==> config.mk <==
export PLATFORM = sky130hd
export DESIGN_NAME = mdio_master
export DESIGN_NICKNAME = d
export VERILOG_FILES = /design/src/rtl/mdio_pkg.sv /design/src/rtl/mdio_clkgen.sv /design/src/rtl/mdio_frame_seq.sv /design/src/rtl/mdio_regs.sv /design/src/rtl/mdio_master.sv
export SDC_FILE = /design/constraint.sdc
export NUM_CORES = 1
export LEC_CHECK = 0
export BUFFER_PORTS_ARGS = -buffer_cell sky130_fd_sc_hd__buf_2
export CAP_MARGIN = 20
export CORE_MARGIN = 5
export CORE_UTILIZATION = 55
export CTS_BUF_LIST = sky130_fd_sc_hd__clkbuf_8
export DETAILED_ROUTE_END_ITERATION = 7
export PLACE_DENSITY = 0.78
export SKIP_CTS_REPAIR_TIMING = 1
export SLEW_MARGIN = 10
export SYNTH_ARGS = -nofsm -noshare
export SYNTH_HDL_FRONTEND = slang
export SYNTH_HIERARCHICAL = 1
export SYNTH_SLANG_ARGS = --single-unit
==> constraint.sdc <==
create_clock -name clk -period 1.8 [get_ports clk]
set_input_delay 0.09 -clock clk [delete_from_list [all_inputs] [get_ports clk]]
set_output_delay 0.09 -clock clk [all_outputs]
set_load 0.02 [all_outputs]
==> src/rtl/mdio_pkg.sv <==
package mdio_pkg;

    localparam int PRE_BITS      = 32;
    localparam int FRAME_BITS    = PRE_BITS + 32;
    localparam int IDX_W         = $clog2(FRAME_BITS);
    localparam int TA_FIRST      = FRAME_BITS - 18;
    localparam int RD_DATA_FIRST = FRAME_BITS - 16;

    localparam logic [1:0] ADDR_CFG  = 2'd0;
    localparam logic [1:0] ADDR_CMD  = 2'd1;
    localparam logic [1:0] ADDR_WDAT = 2'd2;
    localparam logic [1:0] ADDR_RDAT = 2'd3;

    localparam int CFG_EN_BIT    = 31;
    localparam int CMD_START_BIT = 20;
    localparam int CMD_READY_BIT = 31;

    typedef enum logic [1:0] {
        OP_NONE  = 2'b00,
        OP_WRITE = 2'b01,
        OP_READ  = 2'b10,
        OP_RSVD  = 2'b11
    } mdio_op_e;

    typedef struct packed {
        logic [4:0] phy;
        logic [4:0] regad;
        mdio_op_e   op;
    } mdio_cmd_t;

    function automatic logic op_valid(mdio_op_e op);
        return (op == OP_WRITE) || (op == OP_READ);
    endfunction

    function automatic mdio_cmd_t decode_cmd(logic [31:0] w);
        mdio_cmd_t c;
        c.regad = w[4:0];
        c.phy   = w[12:8];
        c.op    = mdio_op_e'(w[17:16]);
        return c;
    endfunction

    // Full serial frame, first bit on the wire in the MSB.
    function automatic logic [FRAME_BITS-1:0] build_frame(mdio_cmd_t c, logic [15:0] d);
        logic [1:0]  ta;
        logic [15:0] body;
        ta   = (c.op == OP_READ) ? 2'b11 : 2'b10;
        body = (c.op == OP_READ) ? 16'hFFFF : d;
        return {{PRE_BITS{1'b1}}, 2'b01, c.op, c.phy, c.regad, ta, body};
    endfunction

endpackage

==> src/rtl/mdio_clkgen.sv <==
module mdio_clkgen #(
    parameter int DIV_W = 8
) (
    input  logic             clk,
    input  logic             rst,
    input  logic             run,
    input  logic [DIV_W-1:0] div,
    output logic             mdc,
    output logic             rise_tick,
    output logic             fall_tick
);
    logic [DIV_W-1:0] cnt;
    logic             mdc_q;
    logic             wrap;

    assign wrap = (cnt == div);

    always_ff @(posedge clk) begin
        if (rst || !run) begin
            cnt   <= '0;
            mdc_q <= 1'b0;
        end else if (wrap) begin
            cnt   <= '0;
            mdc_q <= ~mdc_q;
        end else begin
            cnt <= cnt + 1'b1;
        end
    end

    assign mdc       = mdc_q;
    assign rise_tick = run && wrap && !mdc_q;
    assign fall_tick = run && wrap && mdc_q;

endmodule

==> src/rtl/mdio_frame_seq.sv <==
module mdio_frame_seq
    import mdio_pkg::*;
#(
    parameter int DIV_W = 8
) (
    input  logic             clk,
    input  logic             rst,
    input  logic             start,
    input  mdio_cmd_t        cmd,
    input  logic [15:0]      wdata,
    input  logic [DIV_W-1:0] div_in,
    input  logic             rise_tick,
    input  logic             fall_tick,
    input  logic             mdio_i,
    output logic             busy,
    output logic [DIV_W-1:0] div_q,
    output logic             mdio_o,
    output logic             mdio_oe,
    output logic [15:0]      rx_data
);
    localparam logic [IDX_W-1:0] LAST_IDX = IDX_W'(FRAME_BITS - 1);
    localparam logic [IDX_W-1:0] TA_IDX   = IDX_W'(TA_FIRST);
    localparam logic [IDX_W-1:0] RD_IDX   = IDX_W'(RD_DATA_FIRST);

    logic                  busy_q;
    logic                  is_rd;
    logic [IDX_W-1:0]      idx;
    logic [FRAME_BITS-1:0] tx;
    logic [15:0]           rx_sh;
    logic [15:0]           rx_q;

    always_ff @(posedge clk) begin
        if (rst) begin
            busy_q <= 1'b0;
            is_rd  <= 1'b0;
            idx    <= '0;
            tx     <= '1;
            rx_sh  <= '0;
            rx_q   <= '0;
            div_q  <= '0;
        end else if (start) begin
            busy_q <= 1'b1;
            is_rd  <= (cmd.op == OP_READ);
            idx    <= '0;
            tx     <= build_frame(cmd, wdata);
            div_q  <= div_in;
        end else if (busy_q) begin
            if (rise_tick && is_rd && (idx >= RD_IDX)) begin
                rx_sh <= {rx_sh[14:0], mdio_i};
            end
            if (fall_tick) begin
                if (idx == LAST_IDX) begin
                    busy_q <= 1'b0;
                    if (is_rd) begin
                        rx_q <= rx_sh;
                    end
                end else begin
                    idx <= idx + 1'b1;
                    tx  <= {tx[FRAME_BITS-2:0], 1'b1};
                end
            end
        end
    end

    assign busy    = busy_q;
    assign mdio_o  = busy_q ? tx[FRAME_BITS-1] : 1'b1;
    assign mdio_oe = busy_q && !(is_rd && (idx >= TA_IDX));
    assign rx_data = rx_q;

endmodule

==> src/rtl/mdio_regs.sv <==
module mdio_regs
    import mdio_pkg::*;
#(
    parameter int DIV_W     = 8,
    parameter int DIV_RESET = 24
) (
    input  logic             clk,
    input  logic             rst,
    input  logic [1:0]       reg_addr,
    input  logic             reg_we,
    input  logic [31:0]      reg_wdata,
    output logic [31:0]      reg_rdata,
    input  logic             busy,
    input  logic [15:0]      rx_data,
    output logic [DIV_W-1:0] cfg_div,
    output logic             cfg_en,
    output logic             start,
    output mdio_cmd_t        cmd,
    output logic [15:0]      wdata,
    output logic             ready
);
    mdio_cmd_t new_cmd;
    logic      start_req;

    assign ready     = cfg_en && !busy;
    assign new_cmd   = decode_cmd(reg_wdata);
    assign start_req = reg_we && (reg_addr == ADDR_CMD) && reg_wdata[CMD_START_BIT];
    assign start     = start_req && ready && op_valid(new_cmd.op);

    always_ff @(posedge clk) begin
        if (rst) begin
            cfg_div <= DIV_W'(DIV_RESET);
            cfg_en  <= 1'b0;
            cmd     <= '0;
            wdata   <= '0;
        end else begin
            if (reg_we && (reg_addr == ADDR_CFG)) begin
                cfg_div <= reg_wdata[DIV_W-1:0];
                cfg_en  <= reg_wdata[CFG_EN_BIT];
            end
            if (reg_we && (reg_addr == ADDR_WDAT)) begin
                wdata <= reg_wdata[15:0];
            end
            if (start) begin
                cmd <= new_cmd;
            end
        end
    end

    always_comb begin
        reg_rdata = '0;
        unique case (reg_addr)
            ADDR_CFG: begin
                reg_rdata[DIV_W-1:0]  = cfg_div;
                reg_rdata[CFG_EN_BIT] = cfg_en;
            end
            ADDR_CMD: begin
                reg_rdata[4:0]           = cmd.regad;
                reg_rdata[12:8]          = cmd.phy;
                reg_rdata[17:16]         = cmd.op;
                reg_rdata[CMD_READY_BIT] = ready;
            end
            ADDR_WDAT: reg_rdata[15:0] = wdata;
            default:   reg_rdata[15:0] = rx_data;
        endcase
    end

endmodule

==> src/rtl/mdio_master.sv <==
module mdio_master
    import mdio_pkg::*;
#(
    parameter int DIV_W     = 8,
    parameter int DIV_RESET = 24
) (
    input  logic        clk,
    input  logic        rst,
    input  logic [1:0]  reg_addr,
    input  logic        reg_we,
    input  logic [31:0] reg_wdata,
    output logic [31:0] reg_rdata,
    output logic        mdc,
    output logic        mdio_o,
    output logic        mdio_oe,
    input  logic        mdio_i
);
    logic [DIV_W-1:0] cfg_div;
    logic [DIV_W-1:0] div_q;
    logic             cfg_en;
    logic             start;
    logic             busy;
    logic             ready;
    logic             rise_tick;
    logic             fall_tick;
    logic [15:0]      wdata;
    logic [15:0]      rx_data;
    mdio_cmd_t        cmd;

    mdio_regs #(.DIV_W(DIV_W), .DIV_RESET(DIV_RESET)) u_regs (
        .clk       (clk),
        .rst       (rst),
        .reg_addr  (reg_addr),
        .reg_we    (reg_we),
        .reg_wdata (reg_wdata),
        .reg_rdata (reg_rdata),
        .busy      (busy),
        .rx_data   (rx_data),
        .cfg_div   (cfg_div),
        .cfg_en    (cfg_en),
        .start     (start),
        .cmd       (cmd),
        .wdata     (wdata),
        .ready     (ready)
    );

    mdio_frame_seq #(.DIV_W(DIV_W)) u_seq (
        .clk       (clk),
        .rst       (rst),
        .start     (start),
        .cmd       (decode_cmd(reg_wdata)),
        .wdata     (wdata),
        .div_in    (cfg_div),
        .rise_tick (rise_tick),
        .fall_tick (fall_tick),
        .mdio_i    (mdio_i),
        .busy      (busy),
        .div_q     (div_q),
        .mdio_o    (mdio_o),
        .mdio_oe   (mdio_oe),
        .rx_data   (rx_data)
    );

    mdio_clkgen #(.DIV_W(DIV_W)) u_clk (
        .clk       (clk),
        .rst       (rst),
        .run       (busy),
        .div       (div_q),
        .mdc       (mdc),
        .rise_tick (rise_tick),
        .fall_tick (fall_tick)
    );

endmodule

== After elaboration in Yosys (flattened, before gate mapping) ==
Index checks and enable logic that the tools add are counted.

* Output and inout port bits: 35
* Flip-flop bits (word level): 158
* Input port bits: 38

* Muxes and demuxes: 17
* Reductions and logical operators: 29
* Equality and inequality tests: 7
* Bitwise logic cells: 3
* $lt $le $gt $ge: 2
* Add/subtract/negate cells: 2

{| class="wikitable"
|+ Operator list
! kind !! number
|-
| 2-to-1 mux 32 bit || 4
|-
| case mux 5 bit (3 select lines) || 2
|-
| 2-to-1 mux 16 bit || 1
|-
| logical AND 1 bit || 14
|-
| greater-or-equal comparator 6 bit (second input constant) || 2
|-
| case mux 3 bit (3 select lines) || 1
|-
| AND reduction 3 bit || 3
|-
| adder 8 x 1 -> 8 bit (second input constant) || 1
|-
| == test 8 bit || 1
|-
| adder 6 x 1 -> 6 bit (second input constant) || 1
|-
| == test 6 bit (second input constant) || 1
|-
| 2-to-1 mux 1 bit || 6
|-
| case mux 3 bit (2 select lines) || 1
|-
| OR reduction 2 bit || 3
|-
| AND reduction 5 bit || 1
|-
| == test 2 x 1 -> 1 bit (second input constant) || 2
|-
| == test 2 bit (second input constant) || 2
|-
| nonzero test 2 bit || 2
|-
| logical NOT 1 bit || 3
|-
| NOT 1 bit || 3
|-
| logical NOT 2 bit || 1
|-
| logical OR 1 bit || 2
|-
| 2-to-1 mux 2 bit || 1
|-
| inequality test 2 bit (second input constant) || 1
|-
| case mux 1 bit (2 select lines) || 1
|}

== Depth between registers and ports, before layout ==
Gate-level depths: netlist (run 1).

* Word-level depth: 7
* Gate-level depth with buffers: 11
* Mapped depth without buffers: 8

== By module ==
The synthesis (run 1) kept the hierarchy.

{| class="wikitable"
|+ Modules (own cells, without submodules)
! module !! cells each !! sequential area each (um2) !! times used !! area each (um2)
|-
| mdio_frame_seq || 517 || 2,242.2 || 1 || 4,425.5
|-
| mdio_regs || 216 || 740.7 || 1 || 2,000.7
|-
| mdio_clkgen || 50 || 180.2 || 1 || 470.5
|}

== Worst setup path before layout (run 1) ==
OpenSTA, ideal clock, no wires.

* Path kind: register to register
* From: register u_seq.busy_q, in the netlist u_seq/busy
* To: register u_seq.rx_q[10], in the netlist u_seq/rx_data[10]
* Setup time: 69 ps
* Arrival time: 1,943 ps
* Path buffers: 3
* Stages on the path, launching flop included: 10
* Path slack: -212 ps
* Period minus slack after synthesis: 2,012 ps
* Path through: dfxtp_1 nand4bb_4 nor3_4 buf_6 buf_6 nor2b_1 nand4_1 clkbuf_1 nand2_1 a21oi_2

* Word-level cells in the longest chain between the ends: 6

{| class="wikitable"
|+ RTL lines
! element !! line !! source
|-
| start, declared || mdio_frame_seq.sv:25 || <nowiki>logic busy_q;</nowiki>
|-
| start signal, assigned || mdio_frame_seq.sv:34 || <nowiki>busy_q <= 1'b0;</nowiki>
|-
| start signal, assigned || mdio_frame_seq.sv:42 || <nowiki>busy_q <= 1'b1;</nowiki>
|-
| start signal, assigned || mdio_frame_seq.sv:53 || <nowiki>busy_q <= 1'b0;</nowiki>
|-
| logical NOT 1 bit || mdio_regs.sv:25 || <nowiki>assign ready = cfg_en && !busy;</nowiki>
|-
| logical AND 1 bit || mdio_regs.sv:25 ||
|-
| logical AND 1 bit (2 in series) || mdio_regs.sv:28 || <nowiki>assign start = start_req && ready && op_valid(new_cmd.op);</nowiki>
|-
| via start || mdio_master.sv:21 || <nowiki>logic start;</nowiki>
|-
| NOT 1 bit (no source line) || - ||
|-
| AND reduction 5 bit (no source line) || - ||
|-
| end signal, assigned || mdio_frame_seq.sv:55 || <nowiki>rx_q <= rx_sh;</nowiki>
|-
| end, declared || mdio_frame_seq.sv:30 || <nowiki>logic [15:0] rx_q;</nowiki>
|}

The timed path passes the listed nets, and every way through them passes these cells.
A chain may end at the register's enable or synchronous reset.

== Worst setup path after layout (run 1) ==
* From: register u_seq.div_q[0]
* To: register u_seq.rx_q[9], in the netlist u_seq/rx_data[9]

* Word-level cells in the longest chain between the ends: 4

{| class="wikitable"
|+ RTL lines
! element !! line !! source
|-
| start, declared || mdio_frame_seq.sv:16 || <nowiki>output logic [DIV_W-1:0] div_q,</nowiki>
|-
| start signal, assigned || mdio_frame_seq.sv:46 || <nowiki>div_q <= div_in;</nowiki>
|-
| == test 8 bit || mdio_clkgen.sv:16 || <nowiki>assign wrap = (cnt == div);</nowiki>
|-
| logical AND 1 bit (2 in series) || mdio_clkgen.sv:32 || <nowiki>assign fall_tick = run && wrap && mdc_q;</nowiki>
|-
| via fall_tick || mdio_master.sv:25 || <nowiki>logic fall_tick;</nowiki>
|-
| AND reduction 5 bit (no source line) || - ||
|}

The timed path passes the listed nets, and every way through them passes these cells.

==> run metrics, run 1 <==
routability cong. 0.914; Int Power 4.96 mW; Hold Path Class in2reg; I/O pins 73; Slew Viols, Final 0; largest net degree at the start of global routing 73; skew final 19.2 ps; die footprint 14900 sq um; fin crit share 1.15; Total GRT Usage 0.210; setup TNS -18420 ps; Final WS setup -262 ps; row cnt 40; CP Data Arrival Time 2470 ps; worst reg-to-reg setup slack -260 ps; Reg power frac 0.539; Die H 122 microns; worst-margin pin slew 516 ps; Pleak 3.46 nW; CTS Buf Count 17; via count 5798; Final Net Count 909; Avg Vias per Cell 5.52; Rel. slew slack 0.656; clock share of power 0.406; non-filler instance count after layout 1050; Worst Setup End Kind flip-flop; grt total ovfl 0; drt drc 0; I/O Buffers 47; Comb power frac 0.055; share of cells above drive strength 1 0.263; CTS tree done; Buf+Inv Stages, Crit Path 2; first-pass GRT wire length 24.8 mm; NetSw 1.60 mW; CTS clk-pin slew, worst paths 90 ps; die width 122 microns; vias in the first global route 5308; crit path kind reg2reg; Initial Util 0.567; Post-Syn Area 6890 sq um; Max Root-Sink Buffers 2; Worst-Skew Late Latency 470 ps; Worst path slowest cell dfxtp_2; Antenna Diode Count 0; DR WL/cell 16.2 microns; Crit path largest cell delay 350 ps; Clock Sink Count 158; initial DRC count 445; switch share 0.244; Core ar. 12200 sq um; post-DP HPWL 10.6 mm; final wirelength 17.0 mm; mean area per synthesized cell 8.81 sq um; FF/Latch Area 3180 sq um; failing checks setup timing; crit-path max FO 8; nature of the critical path startpoint flip-flop; synthesized instance count 782; Multi-input gate area 3600 sq um; power density over the cells 774 nW/um^2; Syn. warnings 6; Crit path max-delay family simple AND/OR/NAND/NOR gates; maximum level of the CTS H-tree 4; Fin. Hold Viols 0; FILL cells 892; Antenna Nets Post-Route 0; CP required 2210 ps; Detailed Routing Iterations Pass 1 5; initial antenna violation count 0; clk root buf clkbuf_8; setup violators final 102; RSZ-0062 raised after global routing yes; CP cell instances xnor2_2 -> nand4_1 -> nor2_2 -> and3_4 -> nand2_4 -> nor4_4 -> buf_6 -> clkbuf_16 -> nand2_1 -> a21oi_2; Final min period 2060 ps; Placed Instances 987; status finished, violations left; max_cap viols 0; Max VDD drop 601 uV; Area Growth Syn to Fin 22.9%; Max Freq 0.485 GHz
-- path summary, 6_finish.rpt --
check	start	to	cells after the start
worst max-delay path	u_seq/div_q[0]	u_seq/rx_data[9]	10
worst min-delay path	rst	u_clk/mdc	4
worst max register to register	u_seq/div_q[0]	u_seq/rx_data[9]	10
worst min register to register	u_seq/tx[42]	u_seq/tx[43]	2
-- routing by layer --
layer  vias up  GRT usage  wire [microns]
met5         -          0               0
met4         0     0.0938             523
met3        51     0.0525             955
met2       192      0.339            8490
met1      2775      0.265            7020
li1       2780          -               -
-- cell usage in the layout (no fill, tap or decap), types with 7 or more instances in the layout --
| cell type | instances |
|---|---|
| a21oi_1 | 51 |
| o21ai_1 | 29 |
| nor2b_1 | 10 |
| clkbuf_8 | 19 |
| dfxtp_2 | 7 |
| nand3_1 | 34 |
| nand2b_1 | 24 |
| dlygate4sd3_1 | 19 |
| buf_4 | 36 |
| xnor2_1 | 12 |
| mux2i_1 | 59 |
| nand2_2 | 29 |
| nand2_1 | 141 |
| a21oi_2 | 15 |
| nor2_1 | 43 |
| dfxtp_1 | 150 |
| buf_2 | 47 |
| conb_1 | 13 |
| o21a_1 | 16 |
| nand3_2 | 9 |
| buf_12 | 10 |
-- stage by stage --
stage / utilization / hold WS, ps / power, mW / worst slack, ps / instance area (sq um)
floorplan: - / 207 / 3.84 / -97.7 / 7030
global route: 0.697 / 31.1 / 6.80 / -333 / 8470
global placement: 0.614 / 331 / 3.92 / -156 / 7470
CTS: 0.647 / -160 / 6.54 / -207 / 7870
finish: 0.697 / 13.4 / 6.56 / -262 / 8470
detailed placement: 0.614 / 337 / 3.93 / -182 / 7470
-- flip-flops by register name, summed over array words and instances, names as in the netlist, 6 cells and up --
register,count
u_clk/cnt,8
u_regs/cfg_div,8
u_regs/cmd,12
u_regs/wdata,16
u_seq/div_q,8
u_seq/idx,6
u_seq/rx_data,16
u_seq/rx_sh,16
u_seq/tx,64
-- worst register-to-register path, delay by kind of cell, from the launching register on --
kind / cells / cell delay, ps
compound gates: 1 / 120
simple gates: 6 / 1020
xor+xnor: 1 / 170
buf+inv: 2 / 330
flops: 1 / 350
-- cell type report --
class	count	share of cell area
multi-input cells	564	0.424
flip-flops and latches	158	0.375
repair buffers	123	0.127
clock buffers	19	0.0309
well taps	168	0.0248
clock inverters	13	0.0164
inverters	5	0.00221
-- power by group through the flow --
| stage | Clock [mW] | Sequential, mW | Combinational, mW |
|---|---|---|---|
| after detailed placement | 0 | 3.61 | 0.312 |
| after global routing | 2.88 | 3.54 | 0.385 |
| after global placement | 0 | 3.61 | 0.306 |
| after floorplan | 0 | 3.61 | 0.236 |
| after CTS | 2.69 | 3.53 | 0.314 |
| final | 2.67 | 3.53 | 0.360 |
Note: power is estimated with default switching activity, not from simulation.
==> inputs of run 2 (changes only) <==
--- a/config.mk
+++ b/config.mk
@@ -12,6 +12,7 @@
 export CTS_BUF_LIST = sky130_fd_sc_hd__clkbuf_8
 export DETAILED_ROUTE_END_ITERATION = 7
 export PLACE_DENSITY = 0.78
+export SETUP_SLACK_MARGIN = 0.5
 export SKIP_CTS_REPAIR_TIMING = 1
 export SLEW_MARGIN = 10
 export SYNTH_ARGS = -nofsm -noshare
==> run metrics, run 2 (synthesized netlist as in run 1, its figures left out) <==
Buf+Inv Stages, Crit Path 1; non-filler instance count after layout 1091; largest net degree at the start of global routing 86; Max Freq 0.462 GHz; maximum level of the CTS H-tree 4; Rel. slew slack 0.435; Max Root-Sink Buffers 2; CP cell instances xnor2_1 -> nand4_2 -> nor2_4 -> and3_4 -> and2_4 -> o21ai_4 -> buf_12 -> mux2i_1 -> o21ai_1; DR WL/cell 19.3 microns; die footprint 14900 sq um; Worst Setup End Kind flip-flop; status finished, violations left; Max VDD drop 668 uV; Final min period 2170 ps; most common cell after layout, fill and taps aside nand2_1; worst reg-to-reg setup slack -370 ps; Crit path largest cell delay 350 ps; max_cap viols 0; Worst-Skew Late Latency 450 ps; Final Core Density 0.751; grt total ovfl 0; Area Growth Syn to Fin 32.4%; CP Data Arrival Time 2490 ps; Crit path max-delay family simple AND/OR/NAND/NOR gates; first-pass GRT wire length 25.3 mm; Hold Path Class in2reg; via count 6374; Core ar. 12200 sq um; I/O Buffers 47; share of cells above drive strength 1 0.334; crit-path max FO 12; Initial Util 0.567; Placed Instances 987; RSZ-0062 raised after global routing yes; FILL cells 694; die width 122 microns; Antenna Nets Post-Route 0; clk root buf clkbuf_8; Clock Sink Count 158; post-DP HPWL 10.7 mm; Worst path slowest cell dfxtp_2; Detailed Routing Iterations Pass 1 5; worst-margin pin slew 846 ps; Slew Viols, Final 0; max reg flops 64; setup violators final 110; nature of the critical path startpoint flip-flop; initial antenna violation count 0; row cnt 40; R2R depth 9; Pleak 3.76 nW; crit path kind reg2reg; final wirelength 21.0 mm; failing checks setup timing; Final Net Count 950; drt drc 0; CTS clk-pin slew, worst paths 90 ps; Fin. Hold Viols 0; I/O pins 73; Avg Vias per Cell 5.84; initial DRC count 905; Final WS setup -365 ps; power density over the cells 701 nW/um^2; number of cells on the critical path 9; CP required 2120 ps; most frequent cells in the layout nand2_1, dfxtp_1, buf_4, mux2i_1, a21oi_1; CTS tree done; vias in the first global route 5306; Hold Crit Depth 4; skew final 12.3 ps; Die H 122 microns; Total GRT Usage 0.212; routability cong. 0.838; Antenna Diode Count 0; fin crit share 1.20; register with the most flip-flops u_seq/tx; CTS Buf Count 17
## run 2: cell types whose count changed in the layout (fill, tap and decap cells not counted), moves of 5 or more
| cell | previous run | this run |
|---|---|---|
| buf_12 | 10 | 17 |
| nand2_1 | 141 | 147 |
| buf_2 | 47 | 27 |
| dfxtp_1 | 150 | 111 |
| buf_4 | 36 | 62 |
| dfxtp_4 | 1 | 6 |
| nand3_2 | 9 | 2 |
| dfxtp_2 | 7 | 41 |
| buf_6 | 5 | 25 |
| nand3_1 | 34 | 41 |
## run 2: tightest hold or removal path: cells and delay by family
kind | cells | cell delay (ps)
AOI/OAI and AO/OA | 2 | 150
buffers and inverters | 2 | 270
## run 2: final timing paths
kind	from	end
worst max-delay path	u_seq/div_q[4]	u_seq/tx[8]
worst min-delay path	reg_wdata[17]	u_seq/tx[29]
worst max register to register	u_seq/div_q[4]	u_seq/tx[8]
worst min register to register	u_seq/rx_data[4]	u_seq/rx_data[4]
## run 2: metal layers
metal  routed length (microns)  global-route usage
met1                      7760               0.272
met2                     10700               0.354
met5                         0                   0
met4                       795              0.0693
met3                      1820              0.0497
## run 2: metrics by stage
stage	setup slack (ps)	power (mW)	hold slack, ps	area (sq um)	setup TNS, ps
after floorplan	-97.6	3.84	207	7070	-2380
final	-365	6.40	109	9130	-18780
after CTS	-199	6.28	-139	7890	-14240
after detailed placement	-172	3.93	339	7520	-11750
after global routing	-410	6.58	96.1	9130	-26750
after global placement	-89.5	3.92	330	7520	-6090
## run 2: final cells by class
class / count / area (sq um) / area share
Inverter: 5 / 18.8 / 0.00206
Tap cell: 168 / 210 / 0.0230
Multi-Input combinational cell: 564 / 3640 / 0.399
Sequential cell: 158 / 3240 / 0.355
Timing Repair Buffer: 164 / 1660 / 0.182
Clock inverter: 15 / 126 / 0.0138
Clock buffer: 17 / 234 / 0.0256
## run 2: where the power goes
| part | total, mW | internal (mW) | switching, mW |
|---|---|---|---|
| combinational | 0.416 | 0.164 | 0.252 |
| clock | 2.45 | 1.09 | 1.37 |
| sequential | 3.53 | 3.51 | 0.0223 |
==> inputs of run 3 (changes only) <==
--- a/config.mk
+++ b/config.mk
@@ -8,10 +8,10 @@
 export BUFFER_PORTS_ARGS = -buffer_cell sky130_fd_sc_hd__buf_2
 export CAP_MARGIN = 20
 export CORE_MARGIN = 5
-export CORE_UTILIZATION = 55
+export CORE_UTILIZATION = 61
 export CTS_BUF_LIST = sky130_fd_sc_hd__clkbuf_8
 export DETAILED_ROUTE_END_ITERATION = 7
-export PLACE_DENSITY = 0.78
+export PLACE_DENSITY = 0.82
 export SETUP_SLACK_MARGIN = 0.5
 export SKIP_CTS_REPAIR_TIMING = 1
 export SLEW_MARGIN = 10
==> constraint.sdc (replaced) <==
create_clock -name clk -period 2.65 [get_ports clk]
set_input_delay 0.1325 -clock clk [delete_from_list [all_inputs] [get_ports clk]]
set_output_delay 0.1325 -clock clk [all_outputs]
set_load 0.02 [all_outputs]
==> run metrics, run 3 (synthesized netlist as in run 1, its figures left out) <==
Avg Vias per Cell 5.66; largest net degree at the start of global routing 65; I/O Buffers 47; Area Growth Syn to Fin 12.9%; crit path kind reg2reg; power density over the cells 569 nW/um^2; FF/Latch Area 3170 sq um; Pleak 3.19 nW; die width 116 microns; initial antenna violation count 0; setup TNS 0 ps; Rel. slew slack 0.438; initial DRC count 435; CTS Buf Count 17; final wirelength 15.7 mm; share of cells above drive strength 1 0.164; routability cong. 0.822; register with the most flip-flops u_seq/tx; Max Root-Sink Buffers 2; DP Worst Slack 362 ps; overall power 4.43 mW; Placed Instances 929; Die H 116 microns; crit-path max FO 30; Slew Viols, Final 0; Fin. Hold Viols 0; Detailed Routing Iterations Pass 1 5; Initial Util 0.630; CTS tree done; Worst Setup End Kind flip-flop; Worst Hold Launch reg_wdata[17]; Max Freq 0.481 GHz; Reg-to-Reg Start u_clk/cnt[0]; Hold Crit Depth 3; worst reg-to-reg setup slack 570 ps; vias in the first global route 5358; most common cell after layout, fill and taps aside nand2_1; clk root buf clkbuf_8; Final min period 2080 ps; die footprint 13500 sq um; Buf+Inv Stages, Crit Path 1; DR WL/cell 15.9 microns; CP cell instances xnor2_1 -> nand4_1 -> nor2_2 -> and3_2 -> and2_4 -> o21ai_4 -> buf_6 -> mux2i_1 -> o21ai_1; grt total ovfl 0; CP required 2970 ps; CP Data Arrival Time 2400 ps; first-pass GRT wire length 25.0 mm; via count 5578; FILL cells 820; Worst path slowest cell dfxtp_1; r2r endpoint u_seq/tx[16]; Max VDD drop 431 uV; Antenna Diode Count 0; Core ar. 10900 sq um; row cnt 38; Final Net Count 872; Worst-Skew Late Latency 450 ps; drt drc 0; worst hold path endpoint u_seq/tx[29]; Clock Sink Count 158; fin crit share 0.785; status finished, final reports clean; I/O pins 73; maximum level of the CTS H-tree 4; Final WS setup 571 ps; CTS clk-pin slew, worst paths 70 ps; worst-margin pin slew 842 ps; max_cap viols 0; R2R depth 9; Crit path max-delay family simple AND/OR/NAND/NOR gates; Crit path largest cell delay 430 ps; Antenna Nets Post-Route 0; post-DP HPWL 10.2 mm; max reg flops 64; most frequent cells in the layout nand2_1, dfxtp_1, mux2i_1, a21oi_1, buf_2; RSZ-0062 raised after global routing no; skew final 11.9 ps; setup violators final 0; Total GRT Usage 0.235; non-filler instance count after layout 985; nature of the critical path startpoint flip-flop; Multi-input gate area 3390 sq um; Hold Path Class in2reg
-- run 3: cell count changes in the layout (fill, tap and decap cells not counted), moves of 19 or more --
cell and delta:
buf_6 -22, nand2_2 -25, buf_2 +19, nand2_1 +26, dfxtp_2 -38, dfxtp_1 +44
buf_4 -47
-- run 3: worst max path at each step --
stage | start | endpoint | slack, ps | cells past startpoint
2_1_floorplan | u_seq/busy | u_seq/rx_data[10] | 650 | 9
3_3_place_gp | u_clk/cnt[4] | u_seq/rx_sh[15] | 430 | 8
3_5_place_dp | u_clk/cnt[4] | u_seq/rx_sh[15] | 360 | 8
4_1_cts | u_clk/cnt[4] | u_seq/rx_sh[1] | 320 | 8
5_1_grt | u_clk/cnt[0] | u_seq/tx[31] | 460 | 9
6_report | u_clk/cnt[0] | u_seq/tx[16] | 570 | 9
-- run 3: metal layers --
metal	global-route usage	routed length, microns
met5	0	0
met2	0.400	7850
met3	0.0694	1030
met4	0.0866	298
met1	0.283	6510
-- run 3: worst reg2reg max path: cells and delay by family (launching register included) --
kind                      cells  cell delay, ps
and+or+nand+nor               4             630
DFF                           1             430
buffers and inverters         1             340
muxes                         1             270
AOI/OAI and AO/OA             2             150
xor gates and xnor gates      1             110
-- run 3: power by group --
part | switching [mW] | leakage, nW | internal, mW
combinational | 0.145 | 1.70 | 0.0874
sequential | 0.0150 | 1.28 | 2.39
clock | 0.852 | 0.210 | 0.939
total | 1.01 | 3.19 | 3.41
-- run 3: area by class of cell --
type	count	share of cell area
Tap cell	140	0.0225
Clock buffer	18	0.0318
Clock inverter	14	0.0195
Timing Repair Buffer	86	0.0806
Multi-Input combinational cell	564	0.436
Sequential cell	158	0.407
Inverter	5	0.00241
-- run 3: through the flow --
| step | cell area [sq um] | util | hold slack, ps |
|---|---|---|---|
| 6_report | 7780 | 0.711 | 53.4 |
| 5_1_grt | 7780 | 0.711 | 45.7 |
| 2_1_floorplan | 6940 | - | 250 |
| 4_1_cts | 7500 | 0.686 | -114 |
| 3_3_place_gp | 7090 | 0.648 | 371 |
| 3_5_place_dp | 7100 | 0.649 | 380 |
